**src/rtl/hs_lane_seq.sv**
```systemverilog
module hs_lane_seq #(
  parameter int CLK_PS  = 5000,
  parameter int UI_PS   = 1250,
  parameter int INIT_NS = 100000,
  parameter int WAKE_NS = 1000000
) (
  input  logic       clk,
  input  logic       rst_n,
  input  logic       burst_req,
  input  logic       ulps_req,
  input  logic       pay_valid,
  input  logic       pay_last,
  input  logic [7:0] pay_data,
  output logic       pay_ready,
  output logic       lane_idle,
  output logic [1:0] clk_lp,
  output logic       clk_hs_en,
  output logic       clk_hs_zero,
  output logic [1:0] dat_lp,
  output logic       dat_hs_en,
  output logic       dat_hs_zero,
  output logic       dat_sync,
  output logic       dat_trail,
  output logic [7:0] dat_byte
);

  function automatic int cdiv(input int a, input int b);
    return (a + b - 1) / b;
  endfunction

  function automatic int at_least1(input int a);
    return (a < 1) ? 1 : a;
  endfunction

  function automatic int max2(input int a, input int b);
    return (a > b) ? a : b;
  endfunction

  localparam int T_LPX    = at_least1(cdiv(50000, CLK_PS));
  localparam int T_CPREP  = at_least1(cdiv((38000 + 95000) / 2, CLK_PS));
  localparam int T_CZERO  = at_least1(cdiv(300000, CLK_PS) - T_CPREP);
  localparam int T_CPRE   = at_least1(cdiv(8 * UI_PS, CLK_PS));
  localparam int T_DPREP  = at_least1(cdiv((40000 + 4 * UI_PS + 85000 + 6 * UI_PS) / 2, CLK_PS));
  localparam int T_DZERO  = at_least1(cdiv(145000 + 10 * UI_PS, CLK_PS) - T_DPREP);
  localparam int T_DTRAIL = at_least1(cdiv(60000 + 4 * UI_PS, CLK_PS));
  localparam int T_CPOST  = at_least1(cdiv(60000 + 52 * UI_PS, CLK_PS));
  localparam int T_CTRAIL = at_least1(cdiv(60000, CLK_PS));
  localparam int T_EXIT   = at_least1(cdiv(100000, CLK_PS));
  localparam int T_INIT   = at_least1(cdiv(INIT_NS * 1000, CLK_PS));
  localparam int T_WAKE   = at_least1(cdiv(WAKE_NS * 1000, CLK_PS));
  localparam int T_MAX    = max2(max2(T_INIT, T_WAKE), max2(T_CZERO, T_CPOST));
  localparam int CW       = $clog2(T_MAX + 1);

  typedef enum logic [4:0] {
    ST_INIT, ST_IDLE, ST_CLPX, ST_CPREP, ST_CZERO, ST_CPRE,
    ST_DLPX, ST_DPREP, ST_DZERO, ST_DSYNC, ST_DPAY, ST_DTRAIL,
    ST_CPOST, ST_CTRAIL, ST_EXIT, ST_ULPS, ST_WAKE
  } seq_t;

  seq_t          st, nxt;
  logic [CW-1:0] cnt;
  logic          trail_bit;

  function automatic logic [CW-1:0] span(input seq_t s);
    case (s)
      ST_CLPX, ST_DLPX: return CW'(T_LPX - 1);
      ST_CPREP:         return CW'(T_CPREP - 1);
      ST_CZERO:         return CW'(T_CZERO - 1);
      ST_CPRE:          return CW'(T_CPRE - 1);
      ST_DPREP:         return CW'(T_DPREP - 1);
      ST_DZERO:         return CW'(T_DZERO - 1);
      ST_DTRAIL:        return CW'(T_DTRAIL - 1);
      ST_CPOST:         return CW'(T_CPOST - 1);
      ST_CTRAIL:        return CW'(T_CTRAIL - 1);
      ST_EXIT:          return CW'(T_EXIT - 1);
      ST_INIT:          return CW'(T_INIT - 1);
      ST_WAKE:          return CW'(T_WAKE - 1);
      default:          return '0;
    endcase
  endfunction

  always_comb begin
    nxt = st;
    case (st)
      ST_INIT:   nxt = ST_IDLE;
      ST_IDLE:   nxt = burst_req ? ST_CLPX : (ulps_req ? ST_ULPS : ST_IDLE);
      ST_CLPX:   nxt = ST_CPREP;
      ST_CPREP:  nxt = ST_CZERO;
      ST_CZERO:  nxt = ST_CPRE;
      ST_CPRE:   nxt = ST_DLPX;
      ST_DLPX:   nxt = ST_DPREP;
      ST_DPREP:  nxt = ST_DZERO;
      ST_DZERO:  nxt = ST_DSYNC;
      ST_DSYNC:  nxt = ST_DPAY;
      ST_DPAY:   nxt = (pay_valid && pay_last) ? ST_DTRAIL : ST_DPAY;
      ST_DTRAIL: nxt = ST_CPOST;
      ST_CPOST:  nxt = ST_CTRAIL;
      ST_CTRAIL: nxt = ST_EXIT;
      ST_EXIT:   nxt = ST_IDLE;
      ST_ULPS:   nxt = ulps_req ? ST_ULPS : ST_WAKE;
      ST_WAKE:   nxt = ST_IDLE;
      default:   nxt = ST_INIT;
    endcase
  end

  always_ff @(posedge clk or negedge rst_n) begin
    if (!rst_n) begin
      st        <= ST_INIT;
      cnt       <= CW'(T_INIT - 1);
      trail_bit <= 1'b0;
    end else begin
      if (cnt != '0) begin
        cnt <= cnt - 1'b1;
      end else begin
        st  <= nxt;
        cnt <= span(nxt);
      end
      if (st == ST_DPAY && pay_valid && pay_last)
        trail_bit <= ~pay_data[7];
    end
  end

  logic clk_hs, dat_hs;
  assign clk_hs = st inside {ST_CZERO, ST_CPRE, ST_DLPX, ST_DPREP, ST_DZERO, ST_DSYNC,
                             ST_DPAY, ST_DTRAIL, ST_CPOST, ST_CTRAIL};
  assign dat_hs = st inside {ST_DZERO, ST_DSYNC, ST_DPAY, ST_DTRAIL};

  assign clk_lp = (st == ST_WAKE) ? 2'b10 :
                  (st == ST_CLPX) ? 2'b01 :
                  (st == ST_ULPS || st == ST_CPREP || clk_hs) ? 2'b00 : 2'b11;
  assign dat_lp = (st == ST_WAKE) ? 2'b10 :
                  (st == ST_DLPX) ? 2'b01 :
                  (st == ST_ULPS || st == ST_DPREP || dat_hs) ? 2'b00 : 2'b11;

  assign clk_hs_en   = clk_hs;
  assign clk_hs_zero = st == ST_CZERO || st == ST_CTRAIL;
  assign dat_hs_en   = dat_hs;
  assign dat_hs_zero = st == ST_DZERO;
  assign dat_sync    = st == ST_DSYNC;
  assign dat_trail   = st == ST_DTRAIL;
  assign pay_ready   = st == ST_DPAY;
  assign lane_idle   = st == ST_IDLE;

  assign dat_byte = (st == ST_DSYNC)  ? 8'hB8 :
                    (st == ST_DPAY)   ? pay_data :
                    (st == ST_DTRAIL) ? {8{trail_bit}} : 8'h00;

endmodule

```
**config.mk**
```make
export PLATFORM = sky130hd
export DESIGN_NAME = hs_lane_seq
export DESIGN_NICKNAME = d
export VERILOG_FILES = /design/src/rtl/hs_lane_seq.sv
export SDC_FILE = /design/constraint.sdc
export NUM_CORES = 1
export LEC_CHECK = 0
export CAP_MARGIN = 20
export CORE_ASPECT_RATIO = 0.7
export CORE_UTILIZATION = 55
export DETAILED_ROUTE_END_ITERATION = 16
export GPL_TIMING_DRIVEN = 1
export HOLD_SLACK_MARGIN = 0.06
export PLACE_DENSITY = 0.83
export SYNTH_ARGS = -nofsm -noshare
export SYNTH_HDL_FRONTEND = slang
export SYNTH_SLANG_ARGS = --single-unit
export TNS_END_PERCENT = 100
```
**constraint.sdc**
```tcl
create_clock -name clk -period 3.8 [get_ports clk]
set_input_delay 0.76 -clock clk [delete_from_list [all_inputs] [get_ports clk]]
set_output_delay 0.76 -clock clk [all_outputs]
set_load 0.05 [all_outputs]
```
Word level (Yosys, flattened, before mapping)
Memory sizes are Yosys's and may differ from the RTL's.
Cells that the tools add are included.
Storage, ports and cells
  memory bits (read-only): 416
  flip-flop bits (word level): 24
  memories kept: 1
  input port bits: 14
  word-level logic and storage cells: 50
  output and inout bits: 20
Memories
  (no name shown): depth 32, bits a word 13, rd ports 1, clocked after Yosys merged registers in 0, write ports 0, RTL line 65  | case (s)
Operators by class
  reduce and logical (&&, ||, !) cells: 13
  mux-type cells: 15
  bitwise operators: 1
  eq/ne operators: 16
  $add $sub $neg: 1
Operator list (number)
  case mux 5 bit (15 select lines): 1
  equality test 5 x 4 -> 1 bit, second input constant: 8
  2-to-1 mux 8 bit: 3
  equality test 5 x 3 -> 1 bit, second input constant: 4
  2-to-1 mux 18 bit: 1
  nonzero test 18 bit: 1
  subtractor 18 x 1 -> 18 bit, second input constant: 1
  2-to-1 mux 2 bit: 6
  equality test 5 x 2 -> 1 bit, second input constant: 2
  nonzero test 10 bit: 1
  2-to-1 mux 4 bit: 2
  equality test 5 x 1 -> 1 bit, second input constant: 1
  equality test 5 bit, second input constant: 1
  logical NOT 5 bit: 1
  logical OR 1 bit: 5
  2-to-1 mux 5 bit: 1
  nonzero test 4 bit: 1
  logical AND 1 bit: 3
  OR reduction 3 bit: 1
  2-to-1 mux 1 bit: 1
  NOT 1 bit: 1

Logic depth before layout (Yosys ltp)
  word-level depth: 6
  gate-level depth with buffers: 13
  depth with buffers taken out: 12

Worst setup path after synthesis
No wires, ideal clock.
  path type: register to output
  start point: reg st[2]
  end point: out dat_byte[0]
  arrival time: 2.591 ns
  path buffers: 1
  path slack: 0.449 ns
  stages on the path, launching flop included: 6
  path through: dfrtp_1 > buf_2 > inv_2 > nand3_2 > nor3_1 > a21o_1
Between the ends
  elaborated cells between the ends (all ways): 6
  classes of those cells: eq/ne (3); mux (3)
RTL lines
  start: declaration: RTL line 60  | seq_t st, nxt;
  start signal: assignment: RTL line 115  | st <= nxt;
  equality test 5 x 4 -> 1 bit
  named net pay_ready: RTL line 14  | output logic pay_ready,
  2-to-1 mux 8 bit: RTL line 145  | (st == ST_DPAY) ? pay_data :
  2-to-1 mux 8 bit: RTL line 144  | assign dat_byte = (st == ST_DSYNC) ? 8'hB8 :
  end: declaration: RTL line 24  | output logic [7:0] dat_byte
The timed path passes the listed nets, and every way through them passes these cells.

Final worst setup path
  start point: reg st[3]
  end point: out dat_byte[1]
Between the ends
  longest elaborated chain between the ends: 4
  elaborated cells between the ends (all ways): 6
  classes of those cells: eq/ne (3); mux (3)
RTL lines
  equality test 5 x 4 -> 1 bit: RTL line 146  | (st == ST_DTRAIL) ? {8{trail_bit}} : 8'h00;
  2-to-1 mux 8 bit: RTL line 146
  2-to-1 mux 8 bit: RTL line 145
  2-to-1 mux 8 bit (*): RTL line 144
Mark *: on every way between the ends. The rest lies on a longest branch, timed or not.

==> impl_results.md <==
- Placed cells: between 200 and 300
- Cts repair resizes: 0
- Port buffer count: 33
- Grt ovf: 0
- Vias per inst: ~5.9
- Slowest CP cell: clkdlybuf4s50_1
- Critical Path Start Type: flip-flop
- Predominant post-synthesis flop cell: dfrtp_1
- Synth top cells by count: nor2_1, nand2_1, a21oi_1
- Via Count: roughly 1.8k
- Post-synth cell types: 66
- Setup TNS: 0 ns
- Sequential area share after synthesis: 0.3171
- Syn Area/Cell: 8.462 um^2
- CTS Sinks: 24
- Vias in the first global route: 1,466
- Routability Congestion: around 0.96
- CTS tree: built
- Inserted Clock Buffers: 3
- Worst Max-Slew Pin Slew: between 0.5 and 0.6 ns
- Yosys top cell area share: 0.1946
- Share of layout cells above drive strength 1: 0.1445
- Ranking of synthesized cells by area: dfrtp_1, dfstp_2, nor2_1, nand2_1, a21oi_1
- Area leader, netlist: dfrtp_1
- Total track usage: 0.2573
- Fin crit period: 3.464 ns
- Latest clock arrival within the worst-skew pair: 0.26 ns
- Max clock buf depth: 2
- Busiest layer in global routing: met1
- Crit-path max cell delay: between 0.7 and 0.8 ns
- Crit path cell chain: nand3_2 -> nor3_1 -> a21o_1 -> clkdlybuf4s50_1
- Initial antenna violation count: 0
- Routing usage on met3: 0.06202
- Met1 usage: 0.4231
- Req. time, crit path: 3.04 ns
- NumNets Final: approximately 270
- FMAX: between 0.2 and 0.3 GHz
- Final Core Density: 0.7128
- Static leakage: 0.9340 nW
- Final setup skew: between 0.003 and 0.004 ns
- Die W: approximately 73 um
- RSZ-0062 raised after global routing: false
- Post-synth EDFFs: 0
- Initial Util: 0.5928
- CP max FO: 17
- Setup-failing EPs final: 0
- Synthesis-to-finish area growth: 20.23%
- Status: finished clean
- Max Cap Viol: 0
- Final Slew Violations: 0
- Total I/O pin count: 34
- Die height: approximately 52 um
- Setup Fix Bufs, Post-CTS: 0
- Max-Slew Margin vs Limit: 0.6027
- Synth Net Count: between 200 and 250
- Fin cells: around 300
- Mapped Area: slightly below 2000 um^2
- Setup ws final: around 0.34 ns
- Final HPWL DP: around 3500 um
- Hold-fix buffers at CTS: 0
- Count leader, synth: nor2_1
- Min-Delay Path Class: reg2reg
- CP Class: reg2out
- Yosys warns: 0
- Hold WS: between 0.5 and 0.6 ns
- Largest net degree at the start of global routing: 25
- Yosys reg bits: 24
- PD cells: 185.4 nW/um^2
- Pre-CTS setup slack: between 0.6 and 0.7 ns
- Worst setup EP type: output pin
- Average wire per standard cell: between 15 and 20 um
- Root Buffer: clkbuf_8
- Clock edge transition at the registers on the reported setup and hold paths: about 0.08 ns
- Residual DRC: 0
- Initial DRC count: approximately 130
- Fin crit share: 0.9117
- Pre-antenna DRT Iters: 5
- First-pass GRT wire length: ~7400 um
- Routed Antenna Nets: 0
- Maximum VDD drop: approximately 0.00018 V
- Die area: 3753 um^2
- H-tree level count: 1
- Site Rows: 17
- Core area: between 3000 and 4000 um^2
- Asr flop ratio synth: 1.000
- Final hold viol count: 0
- Synthesized instance count: ~230
- Worst endpoint data arrival time: around 2.7 ns
- GR Util met2: 0.3349
- DRT Wirelength: between 4000 and 5000 um
- N_diodes: 0
cells in the final DEF (no fill, tap or decap), types with 3 or more instances in the layout:
cell / instances
or3_1: 5
nor4_1: 3
dfstp_2: 9
dfrtp_1: 15
clkdlybuf4s50_1: 33
nor2_1: 28
a21o_1: 4
a31oi_1: 7
o21ai_1: 6
xor2_1: 7
inv_1: 7
a21oi_1: 16
ha_1: 3
o21ai_0: 7
clkbuf_8: 3
nand2_1: 24
nor3_1: 7
nand3_1: 4
xnor2_1: 7
nand2b_1: 3
logic make-up after synthesis:
logic type                 count (synthesis)  share of synthesized area
muxes                                      2                    0.01038
adders and majority gates                  3                    0.01946
xor gates and xnor gates                  14                    0.06356
DFF                                       24                     0.3171
and+or+nand+nor                           99                     0.2990
AOI/OAI and AO/OA                         64                     0.2328
buffers and inverters                     22                    0.05771
final cells by class:
class / count / area [um^2]
clock buffers: 4 / 45.04
fillers: 272 / 934.6
inverters: 10 / 37.54
multi-input cells: 182 / 1206
flip-flops and latches: 24 / 611.8
well taps: 47 / 58.81
repair buffers: 36 / 360.3
registers in the layout, indices dropped and copies added (netlist names):
name	count
st	5
cnt	18
trail_bit	1
per-stage QoR:
step                total power (W)  cell area (um^2)
floorplan                 0.0002627              1929
global placement          0.0002826              2260
detailed placement        0.0002826              2260
CTS                       0.0004333              2305
global route              0.0004485              2320
finish                    0.0004301              2320
metal layers:
metal  wire length, um  share of wire  vias to the layer above
li1                  -              -                      893
met1              2365           0.51                      831
met2              1866           0.40                       71
met3               376          0.081                        2
met4                16         0.0035                        0
met5                 0              0                        -
critical path, delay by kind of cell, from the launching register on:
| kind | cells | cell delay [ns] |
|---|---|---|
| buffers and inverters | 1 | 0.79 |
| flip-flops | 1 | 0.68 |
| AND/OR/NAND/NOR | 2 | 0.78 |
| AO/OA/AOI/OAI | 1 | 0.19 |
worst paths after layout:
| check | start | end | slack [ns] | cells after the start |
|---|---|---|---|---|
| setup / recovery | st[3] | dat_byte[1] | 0.34 | 4 |
| hold / removal | cnt[16] | cnt[16] | 0.52 | 2 |
| setup reg to reg | st[1] | cnt[2] | 1.04 | 9 |
| hold reg to reg | cnt[16] | cnt[16] | 0.52 | 2 |
| max in group asynchronous | rst_n | cnt[14] | 2.46 | 2 |
| min in group asynchronous | rst_n | cnt[7] | 0.80 | 1 |
report_power, final:
part	total (W)	switching, W	internal, W
registers	0.000256	0	0.000256
logic	0.0000240	0.00000969	0.0000143
clock network	0.000150	0.0000756	0.0000748
No activity file was read; power rests on OpenSTA's default activity.
